$ cat config.mk
export PLATFORM = sky130hd
export DESIGN_NAME = adc_frame_spi
export DESIGN_NICKNAME = d
export VERILOG_FILES = /design/src/rtl/adcf_pkg.sv /design/src/rtl/adcf_tx_build.sv /design/src/rtl/adcf_seq.sv /design/src/rtl/adcf_rx_check.sv /design/src/rtl/adc_frame_spi.sv
export SDC_FILE = /design/constraint.sdc
export NUM_CORES = 1
export LEC_CHECK = 0
export BUFFER_PORTS_ARGS = -buffer_cell sky130_fd_sc_hd__buf_2
export CELL_PAD_IN_SITES_DETAIL_PLACEMENT = 1
export CELL_PAD_IN_SITES_GLOBAL_PLACEMENT = 1
export CORE_MARGIN = 4
export CORE_UTILIZATION = 40
export DETAILED_ROUTE_END_ITERATION = 16
export PLACE_DENSITY = 0.8
export SYNTH_ARGS = -nofsm -noshare
export SYNTH_HDL_FRONTEND = slang
export SYNTH_SLANG_ARGS = --single-unit
$ cat constraint.sdc
create_clock -name clk -period 2.7 [get_ports clk]
set_input_delay 0 -clock clk [delete_from_list [all_inputs] [get_ports clk]]
set_output_delay 0 -clock clk [all_outputs]
set_load 0.005 [all_outputs]
$ cat src/rtl/adcf_pkg.sv
// Package: shared CRC helpers and sequencer state for the ADC frame engine.
// Assumes CRC-16 with generator 0x1021, MSB-first, processed one bit at a time.
package adcf_pkg;

    localparam int WORD_BITS = 24;

    typedef enum logic [1:0] {
        ST_IDLE  = 2'd0,
        ST_SHIFT = 2'd1,
        ST_TAIL  = 2'd2,
        ST_FIN   = 2'd3
    } seq_state_t;

    // Advance the CRC by one serial bit.
    function automatic logic [15:0] crc16_bit(input logic [15:0] c, input logic b);
        logic fb;
        fb = c[15] ^ b;
        return {c[14:0], 1'b0} ^ (fb ? 16'h1021 : 16'h0000);
    endfunction

    // Advance the CRC by one byte, MSB first.
    function automatic logic [15:0] crc16_byte(input logic [15:0] c, input logic [7:0] d);
        logic [15:0] r;
        r = c;
        for (int i = 7; i >= 0; i--) r = crc16_bit(r, d[i]);
        return r;
    endfunction

endpackage

$ cat src/rtl/adcf_tx_build.sv
// Transmit frame builder: places the command, optional data word and input
// CRC into a fixed (NUM_CH+2)-word frame. All remaining words are zero.
// Assumes NUM_CH >= 2, so the frame always has room for three leading words.
module adcf_tx_build
    import adcf_pkg::*;
#(
    parameter int NUM_CH = 4,
    localparam int WORDS = NUM_CH + 2,
    localparam int TOTAL_BITS = WORDS * WORD_BITS
) (
    input  logic [15:0]           cmd_in,
    input  logic [15:0]           wdata_in,
    input  logic                  wdata_en,
    output logic [TOTAL_BITS-1:0] frame_out
);

    logic [15:0] crc_cmd;
    logic [15:0] crc_cmd_data;

    // Input CRC over word 0 alone, and over words 0 and 1.
    always_comb begin
        crc_cmd      = crc16_byte(crc16_byte(crc16_byte(16'hFFFF, cmd_in[15:8]), cmd_in[7:0]), 8'h00);
        crc_cmd_data = crc16_byte(crc16_byte(crc16_byte(crc_cmd, wdata_in[15:8]), wdata_in[7:0]), 8'h00);
    end

    // Each word slot picks its content from its position and the frame kind.
    for (genvar w = 0; w < WORDS; w++) begin : g_word
        logic [23:0] word;
        always_comb begin
            word = 24'h0;
            if (w == 0)                  word = {cmd_in, 8'h00};
            else if (w == 1 && wdata_en) word = {wdata_in, 8'h00};
            else if (w == 1)             word = {crc_cmd, 8'h00};
            else if (w == 2 && wdata_en) word = {crc_cmd_data, 8'h00};
        end
        assign frame_out[TOTAL_BITS-1-w*WORD_BITS -: WORD_BITS] = word;
    end

endmodule

$ cat src/rtl/adcf_seq.sv
// Frame sequencer: SCLK divider, chip select, MOSI shifter and handshake.
// SPI mode 1: MOSI changes on rising SCLK, MISO sampled on falling SCLK.
// Assumes CLK_DIV >= 1 system clocks per SCLK level.
module adcf_seq
    import adcf_pkg::*;
#(
    parameter int NUM_CH = 4,
    parameter int CLK_DIV = 2,
    localparam int TOTAL_BITS = (NUM_CH + 2) * WORD_BITS,
    localparam int BW = $clog2(TOTAL_BITS),
    localparam int DW = (CLK_DIV > 1) ? $clog2(CLK_DIV) : 1
) (
    input  logic                  clk,
    input  logic                  rst_n,
    input  logic                  start,
    input  logic [TOTAL_BITS-1:0] frame_in,
    output logic                  busy,
    output logic                  done,
    output logic                  sclk,
    output logic                  cs_n,
    output logic                  mosi,
    output logic                  load_stb,
    output logic                  smp_stb,
    output logic                  fin_stb
);

    seq_state_t            state;
    logic [DW-1:0]         div_cnt;
    logic [BW-1:0]         bit_cnt;
    logic [TOTAL_BITS-1:0] tx_sr;
    logic                  tick;

    // Strobes decoded from the current state for the receive side.
    always_comb begin
        tick     = (div_cnt == DW'(CLK_DIV - 1));
        load_stb = (state == ST_IDLE) && start;
        smp_stb  = (state == ST_SHIFT) && tick && sclk;
        fin_stb  = (state == ST_FIN);
        busy     = (state != ST_IDLE);
    end

    // Half-period divider, running only while a frame is active.
    always_ff @(posedge clk) begin
        if (!rst_n || state == ST_IDLE || state == ST_FIN || tick) div_cnt <= '0;
        else                                                      div_cnt <= div_cnt + 1'b1;
    end

    // Frame state machine, SCLK generation and MOSI shifting.
    always_ff @(posedge clk) begin
        if (!rst_n) begin
            state   <= ST_IDLE;
            sclk    <= 1'b0;
            cs_n    <= 1'b1;
            mosi    <= 1'b0;
            done    <= 1'b0;
            bit_cnt <= '0;
            tx_sr   <= '0;
        end else begin
            done <= 1'b0;
            case (state)
                ST_IDLE: if (start) begin
                    tx_sr   <= frame_in;
                    cs_n    <= 1'b0;
                    bit_cnt <= '0;
                    state   <= ST_SHIFT;
                end
                ST_SHIFT: if (tick) begin
                    if (!sclk) begin
                        sclk  <= 1'b1;
                        mosi  <= tx_sr[TOTAL_BITS-1];
                        tx_sr <= {tx_sr[TOTAL_BITS-2:0], 1'b0};
                    end else begin
                        sclk <= 1'b0;
                        if (bit_cnt == BW'(TOTAL_BITS - 1)) state <= ST_TAIL;
                        else                                bit_cnt <= bit_cnt + 1'b1;
                    end
                end
                ST_TAIL: if (tick) begin
                    cs_n  <= 1'b1;
                    mosi  <= 1'b0;
                    state <= ST_FIN;
                end
                default: begin
                    done  <= 1'b1;
                    state <= ST_IDLE;
                end
            endcase
        end
    end

    AST_SCLK_IDLE_LOW: assert property (@(posedge clk) disable iff (!rst_n) cs_n |-> !sclk);
    AST_MOSI_HOLD_FALL: assert property (@(posedge clk) disable iff (!rst_n) $fell(sclk) |-> $stable(mosi));
    AST_DONE_SINGLE: assert property (@(posedge clk) disable iff (!rst_n) done |=> !done);
    AST_DONE_AFTER_CS: assert property (@(posedge clk) disable iff (!rst_n) done |-> (cs_n && !busy));
    AST_BIT_BOUND: assert property (@(posedge clk) disable iff (!rst_n) bit_cnt < BW'(TOTAL_BITS));

endmodule

$ cat src/rtl/adcf_rx_check.sv
// Receive side: captures MISO, runs the output CRC serially over the response
// and channel words, and latches response, samples and error at frame end.
// Assumes smp_stb fires once per falling SCLK edge of the frame.
module adcf_rx_check
    import adcf_pkg::*;
#(
    parameter int NUM_CH = 4,
    localparam int TOTAL_BITS = (NUM_CH + 2) * WORD_BITS,
    localparam int CRC_BITS = (NUM_CH + 1) * WORD_BITS,
    localparam int CW = $clog2(TOTAL_BITS + 1)
) (
    input  logic                  clk,
    input  logic                  rst_n,
    input  logic                  load_stb,
    input  logic                  smp_stb,
    input  logic                  fin_stb,
    input  logic                  miso,
    output logic [15:0]           resp_out,
    output logic [NUM_CH*32-1:0]  samples_out,
    output logic                  crc_err
);

    logic [TOTAL_BITS-1:0] rx_sr;
    logic [15:0]           crc;
    logic [CW-1:0]         cnt;

    // Shift in MISO and fold the covered bits into the running CRC.
    always_ff @(posedge clk) begin
        if (!rst_n) begin
            rx_sr <= '0;
            crc   <= 16'hFFFF;
            cnt   <= '0;
        end else if (load_stb) begin
            crc <= 16'hFFFF;
            cnt <= '0;
        end else if (smp_stb) begin
            rx_sr <= {rx_sr[TOTAL_BITS-2:0], miso};
            cnt   <= cnt + 1'b1;
            if (cnt < CW'(CRC_BITS)) crc <= crc16_bit(crc, miso);
        end
    end

    // Latch the response word and the CRC verdict at frame end.
    always_ff @(posedge clk) begin
        if (!rst_n) begin
            resp_out <= '0;
            crc_err  <= 1'b0;
        end else if (fin_stb) begin
            resp_out <= rx_sr[TOTAL_BITS-1 -: 16];
            crc_err  <= (crc != rx_sr[23:8]);
        end
    end

    // One sign-extending result register per channel.
    for (genvar k = 0; k < NUM_CH; k++) begin : g_ch
        localparam int HI = TOTAL_BITS - 1 - (k + 1) * WORD_BITS;
        // Latch channel k at frame end.
        always_ff @(posedge clk) begin
            if (!rst_n)       samples_out[k*32 +: 32] <= '0;
            else if (fin_stb) samples_out[k*32 +: 32] <= {{8{rx_sr[HI]}}, rx_sr[HI -: 24]};
        end
    end

    AST_RX_COUNT_BOUND: assert property (@(posedge clk) disable iff (!rst_n) cnt <= CW'(TOTAL_BITS));
    AST_RX_FULL_AT_END: assert property (@(posedge clk) disable iff (!rst_n) fin_stb |-> cnt == CW'(TOTAL_BITS));

endmodule

$ cat src/rtl/adc_frame_spi.sv
// Top: fixed-frame full-duplex SPI engine for a NUM_CH-channel converter.
// Builds the command frame with input CRC, shifts it while capturing the
// reply, checks the output CRC and presents sign-extended samples.
// Assumes 2 <= NUM_CH <= 8 and that the caller holds inputs stable at start.
module adc_frame_spi
    import adcf_pkg::*;
#(
    parameter int NUM_CH = 4,
    parameter int CLK_DIV = 2,
    localparam int TOTAL_BITS = (NUM_CH + 2) * WORD_BITS
) (
    input  logic                 clk,
    input  logic                 rst_n,
    input  logic                 start,
    input  logic [15:0]          cmd_in,
    input  logic [15:0]          wdata_in,
    input  logic                 wdata_en,
    output logic                 busy,
    output logic                 done,
    output logic                 sclk,
    output logic                 cs_n,
    output logic                 mosi,
    input  logic                 miso,
    output logic [15:0]          resp_out,
    output logic [NUM_CH*32-1:0] samples_out,
    output logic                 crc_err
);

    logic [TOTAL_BITS-1:0] frame;
    logic                  load_stb, smp_stb, fin_stb;

    adcf_tx_build #(.NUM_CH(NUM_CH)) u_tx (
        .cmd_in(cmd_in), .wdata_in(wdata_in), .wdata_en(wdata_en), .frame_out(frame)
    );

    adcf_seq #(.NUM_CH(NUM_CH), .CLK_DIV(CLK_DIV)) u_seq (
        .clk(clk), .rst_n(rst_n), .start(start), .frame_in(frame),
        .busy(busy), .done(done), .sclk(sclk), .cs_n(cs_n), .mosi(mosi),
        .load_stb(load_stb), .smp_stb(smp_stb), .fin_stb(fin_stb)
    );

    adcf_rx_check #(.NUM_CH(NUM_CH)) u_rx (
        .clk(clk), .rst_n(rst_n), .load_stb(load_stb), .smp_stb(smp_stb),
        .fin_stb(fin_stb), .miso(miso), .resp_out(resp_out),
        .samples_out(samples_out), .crc_err(crc_err)
    );

endmodule

==> run summary <==
Post-Syn Instances - 1,697
Post-synth EDFFs - 0
n_diodes - 0
clk buf depth - 3
PD cells - 879 nW/um^2
Synth Flop Type - dfxtp_1
Synth Warn # - 0
Worst EP required - 3.18 ns
Arr. time, crit path - 3.13 ns
Die W - 206 um
CP startpoint kind - primary input
internal power - 11.1 mW
Synth top area share - 0.462
RSZ-0062 raised after global routing - true
root buffer cell - clkbuf_16
Via density - 5.04
largest net degree at the start of global routing - 80
fill count - 4,431
Yosys cell types - 49
Pins Over Slew Limit - 0
slowest CP cell - xnor3_2
simple-gate share of the synthesized area - 0.159
Peak VDD IR - 0.597 mV
die area - 42,300 sq um
detailed placer's ending HPWL - 27.8 mm
detailed-route via count - 12,000
synthesis-to-finish area growth - 18.7%
WL final - 40.3 mm
reg2reg start - u_seq.state[1]$_SDFFE_PN0P_
switching share of power - 0.316
1st-iter DRT viols - 510
biggest area consumer among synthesized cells - dfxtp_1
Worst Skew - 0.0252 ns
Hold Crit Start - wdata_in[14]
CTS tree - built
CTS Buf Count - 39
Slew @ Worst Pin - 0.689 ns
adder-cell share of the synthesized area - 0.00481
crit-path cells - dlygate4sd3_1 > buf_2 > xnor3_2 > xor2_4 > xnor3_2 > xor2_4 > xnor2_2 > xor3_1 > a31oi_1
initial antenna violation count - 0
outcome - finished, final reports clean
share of synthesized registers carrying an async set or reset - 0
Leak - 7.15 nW
WS Path Type - in2reg
sequential power share - 0.364
CP Buf/Inv Count - 2
vias in the first global route - 12,500
Critical Path Fanout Max - 6
total track usage - 0.189
Die Span Y - 206 um
post-synthesis mux area share - 0.0917
dpl cell area - 17,000 sq um
clock sinks - 360
design area - 18,500 sq um
# setup viols final - 0
mapped cell area - 15,600 sq um
post-CTS resize count - 0
CTS clk-pin slew, worst paths - 0.06 ns
nets - 1,889
IO buf count - 186
Avg Cell Area, Syn - 9.20 sq um
Hold Path Class - in2reg
layout cell share with drive strength beyond 1 - 0.170
final hold vios - 0
crit-path max cell delay - 0.55 ns
Final Critical Period - 2.65 ns
Avg WL per Cell - 16.8 um
synth cell count leaders - dfxtp_1, nand2_1, nor2_1
Crit. Startpoint - cmd_in[1]
post-synth net total - 1,740
I/O pin count - 187
register area - 7210 sq um
crit-path leading delay family - XOR/XNOR gates
final core occ - 0.479
most common cell in the synthesized netlist - dfxtp_1
relative slew slack - 0.539
register bit total from synthesis - 360
XOR/XNOR Fraction of Synth Area - 0.127
Initial Utilization - 0.404
main combinational cell family by area after synthesis - simple AND/OR/NAND/NOR gates
FP Rows - 72
Area contributors post-synth - dfxtp_1, mux2i_1, nand2_1
H-Tree Level Count - 2
clock network power share - 0.325
core area - 38,600 sq um
Sw Pwr - 5.14 mW
Gate power share - 0.311
DRT antenna net count - 0
drt drc - 0
fin crit share - 0.982
crit path capture type - flip-flop
final hold slack - 0.0174 ns
Clk Latency, worst-skew pair - 0.57 ns
TritonRoute pass-1 iters - 5
first-pass GRT wire length - 65.8 mm
FMAX - 377 MHz
Placer Congestion - 0.894
Synth Area in Compound Gates - 0.107
MaxCap Viol Count - 0
register area share after synthesis - 0.462
total global routing overflow - 0
area of the multi-input gates - 7690 sq um
==> per-layer routing <==
metal | GRT usage | part of all wire | routed length (um)
met1 | 0.240 | 0.44 | 17600
met3 | 0.0358 | 0.047 | 1880
met5 | 0 | 0 | 0
met2 | 0.333 | 0.50 | 20000
met4 | 0.0471 | 0.020 | 824
==> final cells by class <==
class | instances | share of cell area
Inverter | 7 | 0.00169
Clock inverter | 14 | 0.00945
Clock buffer | 54 | 0.0590
Tap cell | 518 | 0.0350
Timing Repair Buffer | 258 | 0.0910
Multi-Input combinational cell | 1180 | 0.415
Sequential cell | 360 | 0.389
==> layout by cell type, fill, tap and decap left out, types with 36 or more instances in the layout <==
master,instances
mux2i_1,143
a21boi_0,60
clkbuf_16,39
nor2_1,159
buf_4,36
xnor2_1,81
buf_2,185
nand2_1,358
a21oi_1,101
dfxtp_1,360
==> worst paths after layout <==
path | end | slack [ns] | depth (start not counted)
worst max-delay path | u_seq.tx_sr[86]$_SDFFE_PN0P_ | 0.05 | 9
worst min-delay path | u_seq.tx_sr[118]$_SDFFE_PN0P_ | 0.02 | 5
worst max register to register | u_rx.rx_sr[0]$_SDFFE_PN0P_ | 0.28 | 7
worst min register to register | u_rx.rx_sr[5]$_SDFFE_PN0P_ | 0.44 | 2
==> worst reg2reg max path: stages, from the launching register on <==
cell and delay [ns]:
dfxtp_1 0.37, inv_1 0.11, ha_2 0.30, nand3_1 0.25
a21oi_4 0.51, nand2_1 0.11, dlygate4sd3_1 0.58, a21oi_1 0.14
==> sequential cells by signal, indices dropped and copies added, names as in the netlist <==
name	cells
u_rx.cnt	8
u_rx.crc	16
u_rx.crc_err	1
u_rx.resp_out	16
u_rx.rx_sr	144
u_rx.samples_out	96
u_seq.bit_cnt	8
u_seq.cs_n	1
u_seq.div_cnt	1
u_seq.done	1
u_seq.mosi	1
u_seq.sclk	1
u_seq.state	2
u_seq.tx_sr	64
==> through the flow <==
step | worst slack (ns) | TNS, ns | total power [mW] | cells
final | 0.0482 | 0 | 16.3 | 2391
after global routing | -0.0200 | -0.0200 | 17.2 | 2391
after CTS | 0.0817 | 0 | 16.5 | 2391
after detailed placement | 0.0403 | 0 | 11.1 | 2298
after global placement | 0.107 | 0 | 10.9 | 2298
after floorplan | 0.299 | 0 | 9.79 | 1697
==> power by group through the flow <==
stage,registers [mW],clock network (mW),logic (mW)
6_report,5.93,5.28,5.07
4_1_cts,5.93,5.45,5.11
3_5_place_dp,6.03,0,5.05
3_3_place_gp,6.02,0,4.91
2_1_floorplan,5.94,0,3.85
5_1_grt,5.96,5.70,5.54
==> logic make-up (layout without fill, tap and decap cells) <==
kind of cell | count (synthesis) | after routing
and+or+nand+nor | 608 | 608
DFF | 360 | 360
AOI/OAI and AO/OA | 269 | 269
buffers and inverters | 157 | 333
xor gates and xnor gates | 154 | 154
muxes | 143 | 143
adders and majority gates | 6 | 6
==> timing repair <==
item                                    CTS  global route
buffers inserted                          0             0
hold buffers                             25             0
endpoints found under the setup margin    0             1
hold endpoints to repair                 72             0
No activity file was read; power rests on OpenSTA's default activity.
